File: src/rtl/sarx_pkg.sv
package sarx_pkg;
  typedef enum logic {
    CH_LEFT  = 1'b0,
    CH_RIGHT = 1'b1
  } chan_e;
endpackage

File: src/rtl/sarx_half_timer.sv
module sarx_half_timer #(
  parameter int CNT_W  = 7,
  parameter int PACK_N = 16
) (
  input  logic clk,
  input  logic rst,
  input  logic lrck,
  output logic flip,
  output logic synced,
  output logic short_word,
  output logic prev_lr
);
  localparam logic [CNT_W-1:0] CNT_MAX = '1;
  localparam logic [CNT_W-1:0] PACK_C  = CNT_W'(PACK_N);

  logic [CNT_W-1:0] cnt;

  assign flip = lrck ^ prev_lr;

  always_ff @(posedge clk) begin
    if (rst) begin
      prev_lr    <= 1'b0;
      cnt        <= '0;
      synced     <= 1'b0;
      short_word <= 1'b0;
    end else begin
      prev_lr <= lrck;
      if (flip) begin
        cnt        <= CNT_W'(1);
        synced     <= 1'b1;
        short_word <= (cnt == PACK_C);
      end else if (cnt != CNT_MAX) begin
        cnt <= cnt + 1'b1;
      end
    end
  end
endmodule

File: src/rtl/sarx_i2s_gather.sv
module sarx_i2s_gather #(
  parameter int WORD_W = 24,
  parameter int PACK_N = 16
) (
  input  logic              clk,
  input  logic              rst,
  input  logic              flip,
  input  logic              short_word,
  input  logic              sdata,
  output logic [WORD_W-1:0] word_o
);
  localparam int TW = $clog2(WORD_W + 1);

  logic [WORD_W-1:0] acc;
  logic [TW-1:0]     taken;
  logic [TW-1:0]     lim;

  assign lim = short_word ? TW'(PACK_N) : TW'(WORD_W);

  always_comb begin
    word_o = acc;
    if (taken < lim) begin
      for (int i = 0; i < WORD_W; i++) begin
        if (taken == TW'(WORD_W - 1 - i)) word_o[i] = sdata;
      end
    end
  end

  always_ff @(posedge clk) begin
    if (rst) begin
      acc   <= '0;
      taken <= '0;
    end else if (flip) begin
      acc   <= '0;
      taken <= '0;
    end else if (taken < lim) begin
      acc   <= word_o;
      taken <= taken + 1'b1;
    end
  end
endmodule

File: src/rtl/sarx_rj_window.sv
module sarx_rj_window #(
  parameter int RJ_W = 16
) (
  input  logic            clk,
  input  logic            rst,
  input  logic            sdata,
  output logic [RJ_W-1:0] word_o
);
  always_ff @(posedge clk) begin
    if (rst) word_o <= '0;
    else     word_o <= {word_o[RJ_W-2:0], sdata};
  end
endmodule

File: src/rtl/serial_audio_rx.sv
module serial_audio_rx #(
  parameter int WORD_W = 24,
  parameter int RJ_W   = 16,
  parameter int PACK_N = 16,
  parameter int CNT_W  = 7
) (
  input  logic              clk,
  input  logic              rst,
  input  logic              fmt_i2s,
  input  logic              lrck,
  input  logic              sdata,
  output logic [WORD_W-1:0] left_out,
  output logic [WORD_W-1:0] right_out,
  output logic              sample_valid
);
  import sarx_pkg::*;

  logic              flip, synced, short_word, prev_lr;
  logic [WORD_W-1:0] i2s_word, rj_full, word, left_hold;
  logic [RJ_W-1:0]   rj_word;
  logic              left_ok;
  chan_e             ended_ch;

  sarx_half_timer #(.CNT_W(CNT_W), .PACK_N(PACK_N)) u_timer (
    .clk(clk), .rst(rst), .lrck(lrck), .flip(flip), .synced(synced),
    .short_word(short_word), .prev_lr(prev_lr)
  );

  sarx_i2s_gather #(.WORD_W(WORD_W), .PACK_N(PACK_N)) u_i2s (
    .clk(clk), .rst(rst), .flip(flip), .short_word(short_word),
    .sdata(sdata), .word_o(i2s_word)
  );

  sarx_rj_window #(.RJ_W(RJ_W)) u_rj (
    .clk(clk), .rst(rst), .sdata(sdata), .word_o(rj_word)
  );

  generate
    if (RJ_W < WORD_W) begin : g_pad
      assign rj_full = {rj_word, {(WORD_W-RJ_W){1'b0}}};
    end else begin : g_nopad
      assign rj_full = rj_word[RJ_W-1 -: WORD_W];
    end
  endgenerate

  assign word     = fmt_i2s ? i2s_word : rj_full;
  assign ended_ch = chan_e'(prev_lr);

  always_ff @(posedge clk) begin
    if (rst) begin
      left_hold    <= '0;
      left_ok      <= 1'b0;
      left_out     <= '0;
      right_out    <= '0;
      sample_valid <= 1'b0;
    end else begin
      sample_valid <= 1'b0;
      if (flip && synced) begin
        if (ended_ch == CH_LEFT) begin
          left_hold <= word;
          left_ok   <= 1'b1;
        end else begin
          left_ok <= 1'b0;
          if (left_ok) begin
            left_out     <= left_hold;
            right_out    <= word;
            sample_valid <= 1'b1;
          end
        end
      end
    end
  end
endmodule

File: config.mk
export PLATFORM = sky130hd
export DESIGN_NAME = serial_audio_rx
export DESIGN_NICKNAME = d
export VERILOG_FILES = /design/src/rtl/sarx_pkg.sv /design/src/rtl/sarx_half_timer.sv /design/src/rtl/sarx_i2s_gather.sv /design/src/rtl/sarx_rj_window.sv /design/src/rtl/serial_audio_rx.sv
export SDC_FILE = /design/constraint.sdc
export NUM_CORES = 1
export LEC_CHECK = 0
export BUFFER_PORTS_ARGS = -buffer_cell sky130_fd_sc_hd__buf_2
export CAP_MARGIN = 20
export CORE_ASPECT_RATIO = 1.2
export CORE_MARGIN = 5
export CORE_UTILIZATION = 25
export DETAILED_ROUTE_END_ITERATION = 6
export PLACE_DENSITY = 0.36
export SLEW_MARGIN = 25
export SYNTH_ARGS = -nofsm -noshare
export SYNTH_HDL_FRONTEND = slang
export SYNTH_SLANG_ARGS = --single-unit
File: constraint.sdc
create_clock -name clk -period 2.6 [get_ports clk]
set_input_delay 0.52 -clock clk [delete_from_list [all_inputs] [get_ports clk]]
set_output_delay 0.52 -clock clk [all_outputs]
set_load 0.02 [all_outputs]
==> impl_metrics.csv <==
group,metric,value,unit
clocking,cts_tree,"yes",
clocking,clk_latency,0.42,ns
logic_synthesis,synthCells,593,
setup_path,slowest_delay,0.44,ns
routing,viasPerCell,4.71,
die,die_x,145,um
setup_path,crit_buf_inv,0,
cells_and_area,fillers,2302,
die,dieArea,0.0250,mm2
placed_design,place.gp.congestion,0.699,
sta,layout_setup_ws,0.572,ns
logic_synthesis,ys_seq_area_frac,0.470,
cells_and_area,multi_input_area,0.00263,mm2
clocking,ctsHoldBuffers,0,
setup_path,crit_chain,"ha_1 -> and3_1 -> ha_1 -> or3b_2 -> a32oi_1 -> o221ai_1",
die,die_height,172,um
sta,fmax,493,MHz
placed_design,port_buffers,53,
routing,initialDrtViolationCount,208,
setup_path,endpoint_kind,"register",
setup_path,cpMaxStageDelayCell,"or3b_2",
routing,vias,4322,
run_status,outcome,"finished clean",
logic_synthesis,async_flop_share,0,
routing,ant_nets,0,
clocking,cts_resized,0,
worst_hold_path,hp-class,"input port to register",
global_route,grt.total_usage,0.123,
pwr,vdd_drop_max,0.448,mV
logic_synthesis,yosysWarnings,0,
sta,min_period,2.03,ns
clocking,cts_sinks,129,
die,core_area,0.0217,mm2
die,initial_utilization,0.253,
sta,timing.hold.ws,0.421,ns
placed_design,place_area,0.00600,mm2
setup_path,worst-path-max-fanout,6,
sta,tns,0,ns
setup_path,startpoint_type,"register",
cells_and_area,fin_area,0.00661,mm2
die,ios,54,
cells_and_area,syn_to_final_growth,20.3,%
global_route,grt_pass1_wl,24400,um
setup_path,cp.arrival,2.30,ns
placed_design,pre_cts_slack,0.565,ns
routing,drt_pass1_iterations,4,
logic_synthesis,synth_ff_type,"dfxtp_1",
flow_run,maxCapViolCount,0,
cells_and_area,drive_gt1_frac,0.205,
sta,setup_violations,0,
setup_path,path_delay_family,"simple AND/OR/NAND/NOR gates",
global_route,antenna_found_initial,0,
logic_synthesis,syn_nets,606,
clocking,cts_buffer_depth,2,
clocking,htreeDepth,4,
logic_synthesis,synth_seq_cells,129,
setup_path,required,2.87,ns
global_route,grt_pass1_vias,4305,
sta,period_share,0.780,
setup_path,crit_type,"register to register",
sta,tightest_slew,0.770,ns
setup_path,cpMostUsedCell,"ha_1",
logic_synthesis,synth_edf_count,0,
clocking,cts-root-buf,"clkbuf_16",
clocking,post-cts-setup-buffer-count,0,
clocking,path_clk_slew,0.06,ns
pwr,p_per_area,719,mW/mm2
logic_synthesis,synth.avg_cell_area,9.26,um2
routing,postRouteWirelength,15100,um
sta,rsz0062_at_grt,"false",
global_route,grt-ovfl-total,0,
routing,drc_errors,0,
pwr,power.leakage,0.00242,uW
sta,drv_slew,0,
cells_and_area,final_nets,645,
placed_design,dpl.hpwl,10100,um
logic_synthesis,synth.cell_area,0.00549,mm2
clocking,cts_made_buffers,17,
cells_and_area,regArea,0.00258,mm2
sta,fin_skew,0.00980,ns
global_route,grt_start_max_net_pins,46,
logic_synthesis,synth.distinct_cells,51,
routing,wire_per_inst,16.5,um
sta,hold_viol_final,0,
cells_and_area,antenna_cells,0,
sta,maxSlewHeadroom,0.486,
die,row_count,59,
registers in the layout (all words and copies together), names as in the netlist, 5 cells and up:
register and flops:
u_i2s.acc 24, right_out 24, left_out 24, u_rj.word_o 16, u_i2s.taken 5, u_timer.cnt 7, left_hold 24
metrics by stage:
| stage | cells | utilization | power (uW) |
|---|---|---|---|
| after floorplan | 593 | - | 2240 |
| after global placement | 887 | 0.277 | 2330 |
| after detailed placement | 887 | 0.277 | 2330 |
| after CTS | 917 | 0.304 | 4830 |
| after global routing | 917 | 0.304 | 4940 |
| final | 917 | 0.304 | 4750 |
final cells by class:
type | instances | share of cell area
clock buffers | 22 | 0.0718
repair buffers | 70 | 0.0614
clock inverters | 8 | 0.0195
well taps | 274 | 0.0519
inverters | 12 | 0.00682
multi-input cells | 402 | 0.398
flip-flops and latches | 129 | 0.391
cells by family after synthesis:
family | share of synthesized area
flip-flops | 0.470
AO/OA/AOI/OAI | 0.175
AND/OR/NAND/NOR | 0.217
adder cells (fa/ha/maj) | 0.0182
multiplexers | 0.0642
XOR/XNOR | 0.00319
buffers and inverters | 0.0517
Yosys cell counts (4+ instances only):
library cell / count / area, um2
mux2i_1: 33 / 330
nand3_1: 17 / 85.1
clkbuf_1: 23 / 86.3
nor2_1: 32 / 120
dfxtp_1: 129 / 2580
a211oi_1: 4 / 30.0
ha_1: 8 / 100
buf_4: 5 / 37.5
o2bb2ai_1: 22 / 193
and4bb_2: 9 / 113
inv_1: 12 / 45.0
nand2_1: 83 / 312
o21ba_2: 11 / 110
nor2b_1: 24 / 150
a21oi_1: 38 / 190
nand4b_1: 5 / 43.8
nand4_1: 7 / 43.8
buf_2: 17 / 85.1
nand2b_1: 13 / 81.3
a32o_1: 8 / 80.1
or3_1: 4 / 25.0
a31oi_1: 17 / 106
o21ai_0: 29 / 145
worst reg2reg max path, cell delays in order (launching register included):
cell and delay (ns):
dfxtp_1 0.42, ha_1 0.20, and3_1 0.16, ha_1 0.17, or3b_2 0.44, a32oi_1 0.32
o221ai_1 0.18
power by group:
| part | internal, uW | switching [uW] | leakage [uW] |
|---|---|---|---|
| logic | 84.5 | 170 | 0.00108 |
| clock network | 1580 | 886 | 0.000293 |
| registers | 2010 | 22.2 | 0.00104 |
placed cells by master, fill, tap and decap left out, drive strengths merged, types with 11 or more instances in the layout:
master,instances
dfxtp,129
nand2,83
buf,70
a21oi,38
nor2,34
mux2i,33
o21ai,29
nor2b,24
o2bb2ai,22
clkbuf,22
nand3,17
a31oi,17
nand2b,13
inv,13
o21ba,11
path summary, 6_finish.rpt:
check        slack [ns]         endpoint  cells after the start            from
max                0.57     right_out[8]                      6  u_i2s.taken[0]
min                0.42  u_timer.prev_lr                      2            lrck
max reg2reg        0.57     right_out[8]                      6  u_i2s.taken[0]
min reg2reg        0.44      left_out[3]                      2    left_hold[3]
per-layer routing:
layer  GRT usage  part of all wire  vias up
met5           0                 0        -
met4      0.0479             0.015        0
met3      0.0273             0.029       16
met2       0.210              0.48       71
met1       0.153              0.47     2054
li1            -                 -     2181
No activity file was read; power rests on OpenSTA's default activity.
